### src/rtl/pmt_pkg.sv
package pmt_pkg;

  // a slot refuses another identifier once it holds the merge limit
  function automatic logic slot_at_limit(input int held, input int limit);
    return held >= limit;
  endfunction

  // a table refuses a new block once every slot is live
  function automatic logic table_at_limit(input int live, input int slots);
    return live >= slots;
  endfunction

endpackage

### src/rtl/pmt_entry.sv
module pmt_entry #(
  parameter int ADDR_W    = 16,
  parameter int ID_W      = 6,
  parameter int MAX_MERGE = 3,
  parameter int MCNT_W    = $clog2(MAX_MERGE + 1)
) (
  input  logic              clk,
  input  logic              rst_n,
  input  logic              alloc,
  input  logic              append,
  input  logic              pop,
  input  logic              mark,
  input  logic [ADDR_W-1:0] in_addr,
  input  logic [ID_W-1:0]   in_id,
  output logic              valid,
  output logic [ADDR_W-1:0] addr,
  output logic [MCNT_W-1:0] cnt,
  output logic [ID_W-1:0]   head,
  output logic              rdy
);
  localparam int LIST_W = MAX_MERGE * ID_W;

  logic [LIST_W-1:0] ids, ids_nxt, base;
  logic [MCNT_W-1:0] wpos;
  logic              last_out;

  assign head     = ids[ID_W-1:0];
  assign last_out = pop && !append && (cnt == MCNT_W'(1));

  always_comb begin
    base = pop ? (ids >> ID_W) : ids;
    wpos = pop ? (cnt - MCNT_W'(1)) : cnt;
    ids_nxt = base;
    for (int k = 0; k < MAX_MERGE; k++) begin
      if (append && (MCNT_W'(k) == wpos))
        ids_nxt[k*ID_W +: ID_W] = in_id;
    end
  end

  always_ff @(posedge clk) begin
    if (!rst_n) begin
      valid <= 1'b0;
      rdy   <= 1'b0;
      cnt   <= '0;
      addr  <= '0;
      ids   <= '0;
    end else if (alloc) begin
      valid <= 1'b1;
      rdy   <= 1'b0;
      addr  <= in_addr;
      cnt   <= MCNT_W'(1);
      ids   <= {{(LIST_W-ID_W){1'b0}}, in_id};
    end else begin
      ids <= ids_nxt;
      if (mark) rdy <= 1'b1;
      if (pop && !append) cnt <= cnt - MCNT_W'(1);
      else if (append && !pop) cnt <= cnt + MCNT_W'(1);
      if (last_out) begin
        valid <= 1'b0;
        rdy   <= 1'b0;
      end
    end
  end
endmodule

### src/rtl/pmt_ready_q.sv
module pmt_ready_q #(
  parameter int DEPTH  = 4,
  parameter int IDX_W  = 2,
  parameter int QCNT_W = 3
) (
  input  logic              clk,
  input  logic              rst_n,
  input  logic              push,
  input  logic [IDX_W-1:0]  push_idx,
  input  logic              pop,
  output logic [IDX_W-1:0]  head,
  output logic              empty,
  output logic [QCNT_W-1:0] count
);
  logic [IDX_W-1:0] slots [DEPTH];
  logic [IDX_W-1:0] rd_p, wr_p;

  function automatic logic [IDX_W-1:0] step(input logic [IDX_W-1:0] p);
    return (int'(p) == DEPTH - 1) ? '0 : p + IDX_W'(1);
  endfunction

  assign head  = slots[rd_p];
  assign empty = (count == '0);

  always_ff @(posedge clk) begin
    if (!rst_n) begin
      rd_p  <= '0;
      wr_p  <= '0;
      count <= '0;
      for (int k = 0; k < DEPTH; k++) slots[k] <= '0;
    end else begin
      if (push) begin
        slots[wr_p] <= push_idx;
        wr_p        <= step(wr_p);
      end
      if (pop) rd_p <= step(rd_p);
      if (push && !pop) count <= count + QCNT_W'(1);
      else if (pop && !push) count <= count - QCNT_W'(1);
    end
  end
endmodule

### src/rtl/pend_miss_table.sv
module pend_miss_table #(
  parameter int N_ENT     = 4,
  parameter int MAX_MERGE = 3,
  parameter int ADDR_W    = 16,
  parameter int ID_W      = 6
) (
  input  logic              clk,
  input  logic              rst_n,
  input  logic [ADDR_W-1:0] req_addr,
  output logic              req_hit,
  output logic              req_full,
  input  logic              add_en,
  input  logic [ID_W-1:0]   add_id,
  input  logic              mark_en,
  input  logic [ADDR_W-1:0] mark_addr,
  output logic              fill_busy,
  output logic              pop_valid,
  output logic [ID_W-1:0]   pop_id,
  input  logic              pop_take,
  output logic              err
);
  import pmt_pkg::*;

  localparam int IDX_W  = (N_ENT > 1) ? $clog2(N_ENT) : 1;
  localparam int MCNT_W = $clog2(MAX_MERGE + 1);
  localparam int QCNT_W = $clog2(N_ENT + 1);

  logic [N_ENT-1:0]  ent_valid, ent_rdy, req_match, mark_match;
  logic [ADDR_W-1:0] ent_addr [N_ENT];
  logic [MCNT_W-1:0] ent_cnt  [N_ENT];
  logic [ID_W-1:0]   ent_head [N_ENT];

  logic [IDX_W-1:0]  hit_idx, free_idx, mark_idx, q_head;
  logic [QCNT_W-1:0] live_cnt, q_count;
  logic              q_empty, mark_hit, mark_dup;
  logic              add_ok, add_new, add_merge, mark_ok, pop_fire, head_release;

  function automatic logic [IDX_W-1:0] first_one(input logic [N_ENT-1:0] v);
    logic [IDX_W-1:0] r;
    r = '0;
    for (int k = N_ENT - 1; k >= 0; k--)
      if (v[k]) r = IDX_W'(k);
    return r;
  endfunction

  function automatic logic [QCNT_W-1:0] ones(input logic [N_ENT-1:0] v);
    logic [QCNT_W-1:0] r;
    r = '0;
    for (int k = 0; k < N_ENT; k++)
      r = r + QCNT_W'(v[k]);
    return r;
  endfunction

  // lookup side
  always_comb begin
    for (int k = 0; k < N_ENT; k++) begin
      req_match[k]  = ent_valid[k] && (ent_addr[k] == req_addr);
      mark_match[k] = ent_valid[k] && (ent_addr[k] == mark_addr);
    end
  end

  assign req_hit  = |req_match;
  assign hit_idx  = first_one(req_match);
  assign free_idx = first_one(~ent_valid);
  assign live_cnt = ones(ent_valid);
  assign req_full = req_hit ? slot_at_limit(int'(ent_cnt[hit_idx]), MAX_MERGE)
                            : table_at_limit(int'(live_cnt), N_ENT);

  assign add_ok    = add_en && !req_full;
  assign add_new   = add_ok && !req_hit;
  assign add_merge = add_ok && req_hit;

  assign mark_hit = |mark_match;
  assign mark_idx = first_one(mark_match);
  assign mark_dup = mark_hit && ent_rdy[mark_idx];
  assign mark_ok  = mark_en && mark_hit && !mark_dup;

  // drain side
  assign fill_busy    = 1'b0;
  assign pop_valid    = !q_empty;
  assign pop_id       = ent_head[q_head];
  assign pop_fire     = pop_valid && pop_take;
  assign head_release = pop_fire && (ent_cnt[q_head] == MCNT_W'(1))
                        && !(add_merge && (hit_idx == q_head));

  for (genvar g = 0; g < N_ENT; g++) begin : g_slot
    pmt_entry #(
      .ADDR_W(ADDR_W), .ID_W(ID_W), .MAX_MERGE(MAX_MERGE), .MCNT_W(MCNT_W)
    ) u_slot (
      .clk    (clk),
      .rst_n  (rst_n),
      .alloc  (add_new && (free_idx == IDX_W'(g))),
      .append (add_merge && (hit_idx == IDX_W'(g))),
      .pop    (pop_fire && (q_head == IDX_W'(g))),
      .mark   (mark_ok && (mark_idx == IDX_W'(g))),
      .in_addr(req_addr),
      .in_id  (add_id),
      .valid  (ent_valid[g]),
      .addr   (ent_addr[g]),
      .cnt    (ent_cnt[g]),
      .head   (ent_head[g]),
      .rdy    (ent_rdy[g])
    );
  end

  pmt_ready_q #(.DEPTH(N_ENT), .IDX_W(IDX_W), .QCNT_W(QCNT_W)) u_rq (
    .clk     (clk),
    .rst_n   (rst_n),
    .push    (mark_ok),
    .push_idx(mark_idx),
    .pop     (head_release),
    .head    (q_head),
    .empty   (q_empty),
    .count   (q_count)
  );

  always_ff @(posedge clk) begin
    if (!rst_n) err <= 1'b0;
    else if ((add_en && req_full) || (mark_en && !mark_ok)) err <= 1'b1;
  end
endmodule

### config.mk
export PLATFORM = sky130hd
export DESIGN_NAME = pend_miss_table
export DESIGN_NICKNAME = d
export VERILOG_FILES = /design/src/rtl/pmt_pkg.sv /design/src/rtl/pmt_entry.sv /design/src/rtl/pmt_ready_q.sv /design/src/rtl/pend_miss_table.sv
export SDC_FILE = /design/constraint.sdc
export NUM_CORES = 1
export LEC_CHECK = 0
export BUFFER_PORTS_ARGS = -buffer_cell sky130_fd_sc_hd__buf_2
export CORE_MARGIN = 2
export CORE_UTILIZATION = 27
export CTS_BUF_LIST = sky130_fd_sc_hd__clkbuf_2 sky130_fd_sc_hd__clkbuf_4 sky130_fd_sc_hd__clkbuf_8
export CTS_CLUSTER_SIZE = 24
export DETAILED_ROUTE_END_ITERATION = 10
export GPL_ROUTABILITY_DRIVEN = 0
export HOLD_SLACK_MARGIN = 0.15
export MAX_ROUTING_LAYER = met4
export PLACE_DENSITY = 0.47
export SYNTH_ARGS = -nofsm -noshare
export SYNTH_HDL_FRONTEND = slang
export SYNTH_SLANG_ARGS = --single-unit
### constraint.sdc
create_clock -name clk -period 4 [get_ports clk]
set_clock_uncertainty 0.2 [all_clocks]
set_input_delay 0.2 -clock clk [delete_from_list [all_inputs] [get_ports clk]]
set_output_delay 0.2 -clock clk [all_outputs]
set_load 0.05 [all_outputs]
==> Word-level counts from Yosys, hierarchy flattened <==
Memory sizes are Yosys's and may differ from the RTL's. A register that Yosys moved wholly into a read port is not among the register bits.
Index checks and enable logic that the tools add are counted.
{ "totals": {"regBits": 160, "latchBits": 0, "mem_bits_rw": 8, "mem_bits_ro": 0, "inputBits": 43, "output_inout_bits": 11, "wordCells": 301, "mem_count": 1} }
{ "mem_list": {"columns": ["name", "depth", "word_bits", "read_ports", "rd_ports_with_merged_regs", "wr", "line", "text"], "rows": [
  ["u_rq.slots", 4, 2, 1, 1, 4, "pmt_ready_q.sv:15", "logic [IDX_W-1:0] slots [DEPTH];"]
]} }
{ "op_classes": {"add_sub_neg": 15, "n_mul": 0, "div_mod_pow": 0, "n_lt_le_gt_ge": 5, "eq_ne": 36, "shifts": 0, "mux": 81, "n_bitwise": 4, "reduce_logical": 123} }
{ "op_table": {"columns": ["op", "count"], "rows": [
  ["16-bit equality test", 8],
  ["6-bit 2-to-1 mux", 18],
  ["18-bit 2-to-1 mux", 4],
  ["2-bit 2-to-1 mux", 34],
  ["1-bit logical AND", 62],
  ["2-bit nonzero test", 17],
  ["3-bit nonzero test", 8],
  ["2-bit by 1-bit equality test with 1-bit output, second input constant", 11],
  ["1-bit 2-to-1 mux", 19],
  ["2-bit equality test, second input constant", 8],
  ["2-bit logical NOT", 8],
  ["1-bit logical NOT", 15],
  ["2-bit by 1-bit adder with 2-bit output, second input constant", 6],
  ["6-bit binary-select mux with 2-bit select", 1],
  ["3-bit OR reduction", 4],
  ["2-bit OR reduction", 5],
  ["3-bit greater-or-equal comparator, second input constant", 3],
  ["2-bit binary-select mux with 2-bit select", 2],
  ["1-bit by 2-bit equality test with 1-bit output, first input constant", 4],
  ["2-bit equality test, first input constant", 4],
  ["4-bit OR reduction", 2],
  ["2-bit by 1-bit subtractor with 2-bit output, second input constant", 4],
  ["3-bit 2-to-1 mux", 2],
  ["2-bit NOT with 3-bit output", 2],
  ["13 further kinds", 13]
]} }

==> Logic depth before layout (Yosys ltp) <==
Gate-level depths: netlist of the first run.
{ "logic_depth": {"word_depth": 21, "ltp_mapped": 16, "mapped_depth_nobuf": 14} }

==> By module <==
A second synthesis of the first run with hierarchy kept.
{ "unflattened": {"cells_unflattened": 1014, "hier_area_um2": 9819.4} }
{ "by_module_without_submodules": {"columns": ["module", "instances", "cells_each", "area_per_inst_um2", "seq_area_each_um2"], "rows": [
  ["pmt_entry", 4, 167, 1711.6, 760.7],
  ["pend_miss_table", 1, 282, 2207.1, 20.0],
  ["pmt_ready_q", 1, 64, 765.7, 420.4]
]} }

==> Worst setup path after synthesis of the first run <==
Ideal clock, no wire load.
{ "synth_path": {"path_type": "input to register", "start": "input req_addr[8]", "end": "register u_rq.count[2]", "setup_time_ns": 0.071, "arrival_time_ns": 3.264, "t_required_ns": 3.729, "slack_ns": 0.465, "stages": 15, "path_buffers": 2, "cell_sequence": "buf_4 > xor2_1 > or4b_4 > nor4_4 > o2111ai_1 > o211ai_1 > buf_6 > a21o_1 > a21o_1 > ha_1 > inv_1 > fa_1 > xor2_1 > or3_1 > a21oi_1"} }
{ "synth_via": {"elab_chain_cells": 21, "word_cells_on_any_way": 31, "cone_classes": "1 x order compare; 5 x eq/ne; 9 x mux; 1 x bitwise; 15 x reduce/logical"} }
{ "synth_lines": {"columns": ["item", "line", "text"], "rows": [
  ["start: declaration", "pend_miss_table.sv:9", "input logic [ADDR_W-1:0] req_addr,"],
  ["16-bit equality test", "pend_miss_table.sv:57", "req_match[k] = ent_valid[k] && (ent_addr[k] == req_addr);"],
  ["1-bit logical AND", "pend_miss_table.sv:57", null],
  ["2-bit 2-to-1 mux (4 in a row)", "pend_miss_table.sv:42", "if (v[k]) r = IDX_W'(k);"],
  ["2-bit NOT with 3-bit output (implied by the code)", "pend_miss_table.sv:66", "assign req_full = req_hit ? slot_at_limit(int'(ent_cnt[hit_idx]), MAX_MERGE)"],
  ["2-bit binary-select mux with 2-bit select", "pend_miss_table.sv:66", null],
  ["2-bit 2-to-1 mux (implied by the code) (2 in a row)", "pend_miss_table.sv:66", null],
  ["2-bit greater-or-equal comparator", "pmt_pkg.sv:5", "return held >= limit;"],
  ["1-bit 2-to-1 mux", "pend_miss_table.sv:66", null],
  ["1-bit logical NOT", "pend_miss_table.sv:69", "assign add_ok = add_en && !req_full;"],
  ["1-bit logical AND", "pend_miss_table.sv:69", null],
  ["1-bit logical AND", "pend_miss_table.sv:71", "assign add_merge = add_ok && req_hit;"],
  ["1-bit logical AND *", "pend_miss_table.sv:84", "&& !(add_merge && (hit_idx == q_head));"],
  ["1-bit logical NOT *", "pend_miss_table.sv:84", null],
  ["1-bit logical AND *", "pend_miss_table.sv:84", null],
  ["1-bit logical NOT", "pmt_ready_q.sv:37", "if (push && !pop) count <= count + QCNT_W'(1);"],
  ["1-bit logical AND", "pmt_ready_q.sv:37", null],
  ["3-bit 2-to-1 mux or 2-bit nonzero test (tied branches)", null, null],
  ["end signal: assignment", "pmt_ready_q.sv:37", null],
  ["end signal: assignment", "pmt_ready_q.sv:38", "else if (pop && !push) count <= count - QCNT_W'(1);"],
  ["end: declaration", "pmt_ready_q.sv:13", "output logic [QCNT_W-1:0] count"]
]} }
Mark *: on every way between the ends. The rest lies on a longest branch, timed or not. The select of a mux whose other input is x is not followed.
A chain may end at the register's enable or synchronous reset.

==> Worst setup path after layout of the first run <==
{ "layout_path": {"start": "register g_slot[1].u_slot.addr[15]", "end": "output req_full"} }
{ "layout_via": {"elab_chain_cells": 10, "word_cells_on_any_way": 11, "cone_classes": "1 x order compare; 1 x eq/ne; 6 x mux; 1 x bitwise; 2 x reduce/logical"} }
{ "layout_lines": {"columns": ["item", "line", "text"], "rows": [
  ["start: declaration", "pmt_entry.sv:16", "output logic [ADDR_W-1:0] addr,"],
  ["start signal: assignment", "pmt_entry.sv:50", "addr <= in_addr;"],
  ["16-bit equality test *", "pend_miss_table.sv:57", null],
  ["1-bit logical AND *", "pend_miss_table.sv:57", null],
  ["2-bit 2-to-1 mux (2 in a row)", "pend_miss_table.sv:42", null],
  ["2-bit NOT with 3-bit output (implied by the code)", "pend_miss_table.sv:66", null],
  ["2-bit binary-select mux with 2-bit select", "pend_miss_table.sv:66", null],
  ["2-bit 2-to-1 mux (implied by the code) (2 in a row)", "pend_miss_table.sv:66", null],
  ["2-bit greater-or-equal comparator", "pmt_pkg.sv:5", null],
  ["1-bit 2-to-1 mux *", "pend_miss_table.sv:66", null],
  ["end: declaration", "pend_miss_table.sv:11", "output logic req_full,"]
]} }
Marks and branches as above.

==> results.ini, run 1 <==
[run_status]
run_status = finished clean

[timing]
worst-slew-pin-transition_ps = 1130
max-slew-margin-rel_pct = 24.4
rsz_0062_raised_after_global_routing = no
hold_violations = 0
slew_violations = 0
fin_crit_sh_pct = 97.7
final-setup-viol-count = 0
maxClockFrequency_mhz = 256
final.min_clock_period_ps = 3910
tns_ps = 0

[finish]
antenna_cells_inserted = 0
filler_cell_count = 3739
drive_above_1_share_pct = 13.1
multi_input_area_sq_um = 5630
final_core_util_pct = 31.3
regArea_sq_um = 3480
area.growth.synth_to_final_pct = 13.7
finalNetCount = 1179

[setup_path]
cp_cell_sequence = xnor2_1 -> nand4_1 -> nor4_2 -> nand3_2 -> buf_4 -> o2111ai_1 -> o211ai_1 -> a21o_1 -> mux2i_1 -> buf_2
worst_r2r_endpoint = u_rq.count[2]$_SDFFE_PN0P_
critical_path_peak_fanout = 6
critical_path.max_stage_delay_ps = 500
timing.critical_path.arrival_ps = 3510
crit-reg2reg-launch = g_slot[2].u_slot.addr[14]$_SDFFE_PN0P_
timing.reg2reg.setup_slack_ps = 220
critPathLaunchType = register
required_ps = 3600
critical_path_capture_point_type = output port
worst_path_max_delay_cell = sky130_fd_sc_hd__nor4_2
r2r_cells = 14
type_of_the_worst_setup_path = register to output port

[flow_run]
drv.max_cap_violation_count = 0

[route]
wl_per_cell_um = 17.6
drt_iter0_markers = 544
drcViolationCount = 0
first_pass_detailed_route_iteration_total = 5
routed_antenna_nets = 0
postRouteWirelength_mm = 28.0
via_per_inst = 4.86
vias = 7730

[global_routing]
first_pass_grt_wire_length_mm = 43.6
grt.overflow.total = 0
antenna_violations_before_repair = 0
grt_start_max_net_pins = 47
track_usage_pct = 16.1
number_of_global_route_vias_before_repair = 7350

[logic_synthesis]
post_synthesis_mux_area_share_pct = 14.4
synth_async_sr_flop_share_pct = 0
synth_simple_gate_area_share_pct = 21.3
yosys.area_share.xor_xnor_pct = 12.6
postSynthCellCount = 1075
synth_top_family_by_area = simple AND/OR/NAND/NOR gates
post_synth_most_frequent_cells = 162 x sky130_fd_sc_hd__dfxtp_1, 153 x sky130_fd_sc_hd__nor2_1, 113 x sky130_fd_sc_hd__mux2i_1
synth_fp_nets = 1131
synth_area_in_compound_gates_pct = 8.51
synth.most_common_cell = sky130_fd_sc_hd__dfxtp_1
synth.area.top_cells = sky130_fd_sc_hd__dfxtp_1 34%, sky130_fd_sc_hd__mux2i_1 12%, sky130_fd_sc_hd__xor2_1 6.6%
syn-cell-area_sq_um = 9560
number_of_flops_mapped_to_enable_cells_by_yosys = 8
synth.yosys.seq_area_share_pct = 36.4
ys_warn_count = 0
synth.ff_latch_count = 170
synth_ff_type = sky130_fd_sc_hd__dfxtp_1
synth_fa_ha_area_share_pct = 1.86
synth.top_cell.area_share_pct = 33.9
syn_area_per_cell_sq_um = 8.89
synthDistinctLibCells = 71
synth_largest_area_cell = sky130_fd_sc_hd__dfxtp_1

[clock_network]
clock_insertion_delay_worst_skew_ps = 470
cts_root_buf = sky130_fd_sc_hd__clkbuf_8
tritoncts = built
clk_path_buf_depth = 2
numCtsBuffers = 17
tritoncts_num_sinks = 170
worst_setup_hold_path_clk_slew_ps = 90
cts_htree_levels = 4

[hold_path]
hold-path-cell-count = 2
holdCritStartpoint = g_slot[3].u_slot.ids[13]$_SDFFE_PP0P_
min-delay-path-class = register to register
timing.hold.worst_endpoint = g_slot[3].u_slot.ids[13]$_SDFFE_PP0P_

[floorplan]
die-height_um = 192
floorplan.rows = 68
effective_utilization_at_floorplan_pct = 27.5
floorplan.die_area_sq_um = 36900
io_pins = 54
core_area_sq_um = 34700
floorplan.die.width_um = 192

[power]
total_leakage_power_nw = 4.10
total_power_mw = 3.44
power_density_of_the_placed_cells_nw_per_um2 = 317
peak_supply_drop_v = 0.000207

[placed_design]
post-dp-hpwl_mm = 20.8
port_buffers = 52

## cells in the final DEF, fill, tap and decap left out, types with 20 or more instances in the layout
| master | count |
|---|---|
| sky130_fd_sc_hd__nor2_1 | 152 |
| sky130_fd_sc_hd__xor2_1 | 72 |
| sky130_fd_sc_hd__a21oi_1 | 29 |
| sky130_fd_sc_hd__dlygate4sd3_1 | 25 |
| sky130_fd_sc_hd__xnor2_1 | 66 |
| sky130_fd_sc_hd__nand2_1 | 96 |
| sky130_fd_sc_hd__buf_2 | 52 |
| sky130_fd_sc_hd__buf_4 | 25 |
| sky130_fd_sc_hd__clkbuf_8 | 20 |
| sky130_fd_sc_hd__nand3_1 | 36 |
| sky130_fd_sc_hd__inv_1 | 23 |
| sky130_fd_sc_hd__mux2i_1 | 113 |
| sky130_fd_sc_hd__nor4_1 | 20 |
| sky130_fd_sc_hd__dfxtp_1 | 162 |
## worst max path at each step
stage | start | end | slack (ps) | depth (start not counted)
final | g_slot[1].u_slot.addr[15]$_SDFFE_PN0P_ | req_full | 90 | 10
after global routing | g_slot[2].u_slot.addr[14]$_SDFFE_PN0P_ | u_rq.count[2]$_SDFFE_PN0P_ | 1 | 14
after CTS | g_slot[1].u_slot.addr[15]$_SDFFE_PN0P_ | req_full | 8 | 10
after detailed placement | req_addr[15] | u_rq.count[2]$_SDFFE_PN0P_ | 170 | 15
after global placement | req_addr[15] | u_rq.count[2]$_SDFFE_PN0P_ | 120 | 15
after floorplan | req_addr[8] | u_rq.count[2]$_SDFFE_PN0P_ | 470 | 15
## power breakdown
part | total (mW) | switching, mW | internal (mW)
Sequential | 1.78 | 0.0392 | 1.74
Clock | 1.25 | 0.689 | 0.559
Combinational | 0.414 | 0.257 | 0.158
## registers in the layout (all words and copies together) (netlist names), named ones only
signal               count
u_rq.slots               8
g_slot.u_slot.ids       72
u_rq.count               3
u_rq.wr_p                2
g_slot.u_slot.cnt        8
g_slot.u_slot.addr      64
g_slot.u_slot.valid      4
u_rq.rd_p                2
err                      1
g_slot.u_slot.rdy        4
## per-stage QoR
stage	cell area (sq um)	instances	hold WS [ps]	setup slack, ps
2_1_floorplan	9560	1075	216	465
4_1_cts	10900	1590	269	8.14
6_report	10900	1591	266	92.1
3_3_place_gp	10200	1533	253	119
5_1_grt	10900	1591	284	0.981
3_5_place_dp	10200	1533	256	172
## per-layer routing
| metal | global-route usage [%] | vias up | share of wire [%] |
|---|---|---|---|
| li1 | - | 3827 | - |
| met1 | 21.4 | 3680 | 49 |
| met2 | 24.7 | 180 | 45 |
| met3 | 2.80 | 43 | 3.8 |
| met4 | 5.05 | 0 | 2.6 |
| met5 | - | - | 0 |
## worst max-delay path, delay by kind of cell (launching register included)
| family | cells | cell delay (ps) |
|---|---|---|
| DFF | 1 | 360 |
| and+or+nand+nor | 3 | 920 |
| buffers and inverters | 2 | 570 |
| xor gates and xnor gates | 1 | 360 |
| AOI/OAI and AO/OA | 3 | 430 |
| muxes | 1 | 400 |
## area by class of cell
class / instances / share of cell area, %
timing repair buffer: 102 / 6.42
clock buffer: 21 / 2.60
sequential: 170 / 32.0
tap: 455 / 5.24
clock inverter: 11 / 1.06
multi-input combinational: 807 / 51.8
inverter: 25 / 0.863
## cell families (layout without fill, tap and decap cells)
family / after synthesis / after routing
other cells: 1 / 1
compound gates: 114 / 114
fa+ha+maj: 13 / 13
xor+xnor: 138 / 138
simple gates: 414 / 414
buf+inv: 98 / 159
mux: 127 / 127
flops: 170 / 170
## what timing repair did
item,CTS,global route
buffers inserted,0,1
hold buffers,25,0
resized for setup,0,1
endpoints found under the hold margin,146,0
endpoints found under the setup margin,0,4
(Power assumes the default switching activity.)
==> inputs of run 2 (changes only) <==
--- a/config.mk
+++ b/config.mk
@@ -7,14 +7,14 @@
 export LEC_CHECK = 0
 export BUFFER_PORTS_ARGS = -buffer_cell sky130_fd_sc_hd__buf_2
 export CORE_MARGIN = 2
-export CORE_UTILIZATION = 27
+export CORE_UTILIZATION = 50
 export CTS_BUF_LIST = sky130_fd_sc_hd__clkbuf_2 sky130_fd_sc_hd__clkbuf_4 sky130_fd_sc_hd__clkbuf_8
 export CTS_CLUSTER_SIZE = 24
 export DETAILED_ROUTE_END_ITERATION = 10
 export GPL_ROUTABILITY_DRIVEN = 0
 export HOLD_SLACK_MARGIN = 0.15
 export MAX_ROUTING_LAYER = met4
-export PLACE_DENSITY = 0.47
+export PLACE_DENSITY = 0.72
 export SYNTH_ARGS = -nofsm -noshare
 export SYNTH_HDL_FRONTEND = slang
 export SYNTH_SLANG_ARGS = --single-unit
==> run 2 against run 1 <==
- via count increased by 0.92%
- clock-buffer cell count decreased by 3
- global-route usage increased by 9.2 points
- clock power increased by 5%
- critical endpoint is now u_rq.count[2]$_SDFFE_PN0P_
- highest routed layer unchanged
==> results.ini, run 2 (synthesis results as in run 1) <==
[route]
drcViolationCount = 0  ; unchanged
routed_antenna_nets = 0  ; unchanged
drt_iter0_markers = 585  ; was 544
wl_per_cell_um = 17.5  ; was 17.6 um
vias = 7801  ; was 7730
via_per_inst = 5.70  ; was 4.86
postRouteWirelength_mm = 23.9  ; was 28.0 mm
first_pass_detailed_route_iteration_total = 5  ; unchanged

[hold_path]
holdCritStartpoint = g_slot[3].u_slot.ids[17]$_SDFFE_PP0P_  ; was g_slot[3].u_slot.ids[13]$_SDFFE_PP0P_
timing.hold.worst_endpoint = g_slot[3].u_slot.ids[17]$_SDFFE_PP0P_  ; was g_slot[3].u_slot.ids[13]$_SDFFE_PP0P_
hold-path-cell-count = 2  ; unchanged
min-delay-path-class = register to register  ; unchanged

[timing]
final-setup-viol-count = 0  ; unchanged
maxClockFrequency_mhz = 264  ; was 256 MHz
final.min_clock_period_ps = 3790  ; was 3910 ps
slew_violations = 0  ; unchanged
worst-slew-pin-transition_ps = 1090  ; was 1130 ps
setup_ws_post_layout_ps = 212  ; was 92.1 ps
rsz_0062_raised_after_global_routing = no  ; unchanged
hold_violations = 0  ; unchanged
max-slew-margin-rel_pct = 26.8  ; was 24.4%
tns_ps = 0  ; unchanged
fin_crit_sh_pct = 94.7  ; was 97.7%

[finish]
drive_above_1_share_pct = 13.0  ; was 13.1%
reg_top3 = g_slot.u_slot.ids x72, g_slot.u_slot.addr x64  ; unchanged
finalNetCount = 1178  ; was 1179
most_common_library_cell_in_the_layout_ignoring_fill_and_taps = sky130_fd_sc_hd__dfxtp_1  ; unchanged
largest_reg_flops = 72  ; unchanged
area.growth.synth_to_final_pct = 11.1  ; was 13.7%
most_flops_register = g_slot.u_slot.ids  ; unchanged
most-common-layout-cells = 162 x sky130_fd_sc_hd__dfxtp_1, 152 x sky130_fd_sc_hd__nor2_1, 113 x sky130_fd_sc_hd__mux2i_1  ; unchanged
antenna_cells_inserted = 0  ; unchanged

[flow_run]
drv.max_cap_violation_count = 0  ; unchanged

[clock_network]
cts_htree_levels = 4  ; unchanged
worst_setup_hold_path_clk_slew_ps = 90  ; about the same
clk_path_buf_depth = 2  ; unchanged
clock_insertion_delay_worst_skew_ps = 480  ; was 470 ps
cts-resized-gates = 0  ; unchanged
cts_root_buf = sky130_fd_sc_hd__clkbuf_8  ; unchanged
numCtsBuffers = 17  ; unchanged
tritoncts = built  ; unchanged
tritoncts_num_sinks = 170  ; unchanged

[power]
clockPowerShare_pct = 37.5  ; was 36.3%
power_switching_uw = 992  ; was 985 uW
total_leakage_power_nw = 4.11  ; was 4.10 nW
relative_contribution_of_sequential_cells_to_total_power_pct = 51.0  ; was 51.7%
power_density_of_the_placed_cells_nw_per_um2 = 328  ; was 317 nW/um^2
internal_power_mw = 2.49  ; was 2.46 mW
total_power_mw = 3.49  ; was 3.44 mW
peak_supply_drop_v = 0.000202  ; was 0.000207 V
sw_share_pct = 28.5  ; was 28.6%
p_comb_share_pct = 11.4  ; was 12.0%

[run_status]
run_status = finished clean  ; unchanged

[setup_path]
worst_r2r_endpoint = u_rq.count[2]$_SDFFE_PN0P_  ; unchanged
timing.reg2reg.setup_slack_ps = 320  ; was 220 ps
timing.critical_path.arrival_ps = 3980  ; was 3510 ps
type_of_the_worst_setup_path = input pin to register  ; was register to output port
r2r_cells = 15  ; was 14
crit-reg2reg-launch = g_slot[2].u_slot.addr[4]$_SDFFE_PN0P_  ; was g_slot[2].u_slot.addr[14]$_SDFFE_PN0P_
critPathLaunchType = input pin  ; was register
critical_path_peak_fanout = 8  ; was 6
critical_path_capture_point_type = register  ; was output port
required_ps = 4200  ; was 3600 ps

[global_routing]
number_of_global_route_vias_before_repair = 7475  ; was 7350
antenna_violations_before_repair = 0  ; unchanged
grt_start_max_net_pins = 52  ; was 47
grt.overflow.total = 0  ; unchanged
first_pass_grt_wire_length_mm = 38.7  ; was 43.6 mm
track_usage_pct = 25.2  ; was 16.1%

[floorplan]
io_pins = 54  ; unchanged
floorplan.die.width_um = 142  ; was 192 um
effective_utilization_at_floorplan_pct = 51.1  ; was 27.5%
die-height_um = 142  ; was 192 um
floorplan.rows = 50  ; was 68
core_area_sq_um = 18700  ; was 34700 sq um
floorplan.die_area_sq_um = 20200  ; was 36900 sq um

[placed_design]
port_buffers = 52  ; unchanged
post-dp-hpwl_mm = 17.5  ; was 20.8 mm
dp_worst_setup_slack_ps = 250  ; was 172 ps

[run 2: cell count changes in the layout (fill, tap and decap cells not counted), sizes merged]
cell / before / now
buf: 77 / 76
bufinv: 1 / 2
clkbuf: 21 / 18
clkinv: 8 / 2
inv: 26 / 34
[run 2: worst max path at each step]
stage                startpoint                    endpoint  slack [ps]  cells past startpoint
floorplan           req_addr[8]  u_rq.count[2]$_SDFFE_PN0P_         470                     15
global placement    req_addr[3]  u_rq.count[2]$_SDFFE_PN0P_         320                     14
detailed placement  req_addr[3]  u_rq.count[2]$_SDFFE_PN0P_         250                     14
CTS                 req_addr[3]  u_rq.count[2]$_SDFFE_PN0P_         180                     15
global route        req_addr[4]  u_rq.count[2]$_SDFFE_PN0P_          70                     16
finish              req_addr[4]  u_rq.count[2]$_SDFFE_PN0P_         210                     17
[run 2: metrics by stage]
step	std cells	hold WS (ps)	utilization, %	area (sq um)
after floorplan	1075	216	-	9560
after global placement	1311	252	53.1	9940
after detailed placement	1311	263	53.1	9940
after CTS	1368	276	56.7	10600
after global routing	1369	290	56.8	10600
final	1369	275	56.8	10600
[run 2: timing repair]
| action | CTS | global route |
|---|---|---|
| hold endpoints to repair | 144 | 0 |
| setup endpoints to repair | 0 | 1 |
| hold buffers | 25 | 0 |
| buffers inserted | 0 | 1 |
[run 2: layer usage]
layer	global-route usage (%)	share of wire [%]	wire, um	up-vias
met5	-	0	0	-
met4	9.21	2.6	629	0
met3	4.68	5.2	1250	48
met2	40.0	47	11200	215
met1	32.3	45	10800	3718
li1	-	-	-	3820
[run 2: critical path, stage by stage]
cell                            delay (ps)
sky130_fd_sc_hd__dlygate4sd3_1         530
sky130_fd_sc_hd__buf_2                 180
sky130_fd_sc_hd__xor2_1                210
sky130_fd_sc_hd__nor4_1                340
sky130_fd_sc_hd__nand2_1               160
sky130_fd_sc_hd__nor4_4                360
sky130_fd_sc_hd__buf_4                 200
sky130_fd_sc_hd__o2111ai_1             120
sky130_fd_sc_hd__o211ai_1              130
sky130_fd_sc_hd__a21o_1                130
sky130_fd_sc_hd__a21o_1                140
sky130_fd_sc_hd__ha_1                  200
sky130_fd_sc_hd__inv_1                  70
sky130_fd_sc_hd__fa_1                  370
sky130_fd_sc_hd__xor2_1                180
sky130_fd_sc_hd__or3_1                 320
sky130_fd_sc_hd__a21oi_1               140
[run 2: cell type report]
class / count / area, sq um
Sequential cell: 170 / 3480
Multi-Input combinational cell: 807 / 5620
Clock buffer: 18 / 248
Tap cell: 234 / 293
Clock inverter: 14 / 175
Timing Repair Buffer: 101 / 703
Inverter: 25 / 93.8
Fill cell: 1700 / 8090
[run 2: power groups by stage]
stage / Sequential (mW) / Clock, mW / Combinational [mW]
6_report: 1.78 / 1.31 / 0.399
5_1_grt: 1.78 / 1.40 / 0.433
4_1_cts: 1.78 / 1.33 / 0.397
3_5_place_dp: 1.82 / 0 / 0.375
3_3_place_gp: 1.82 / 0 / 0.372
2_1_floorplan: 1.80 / 0 / 0.278
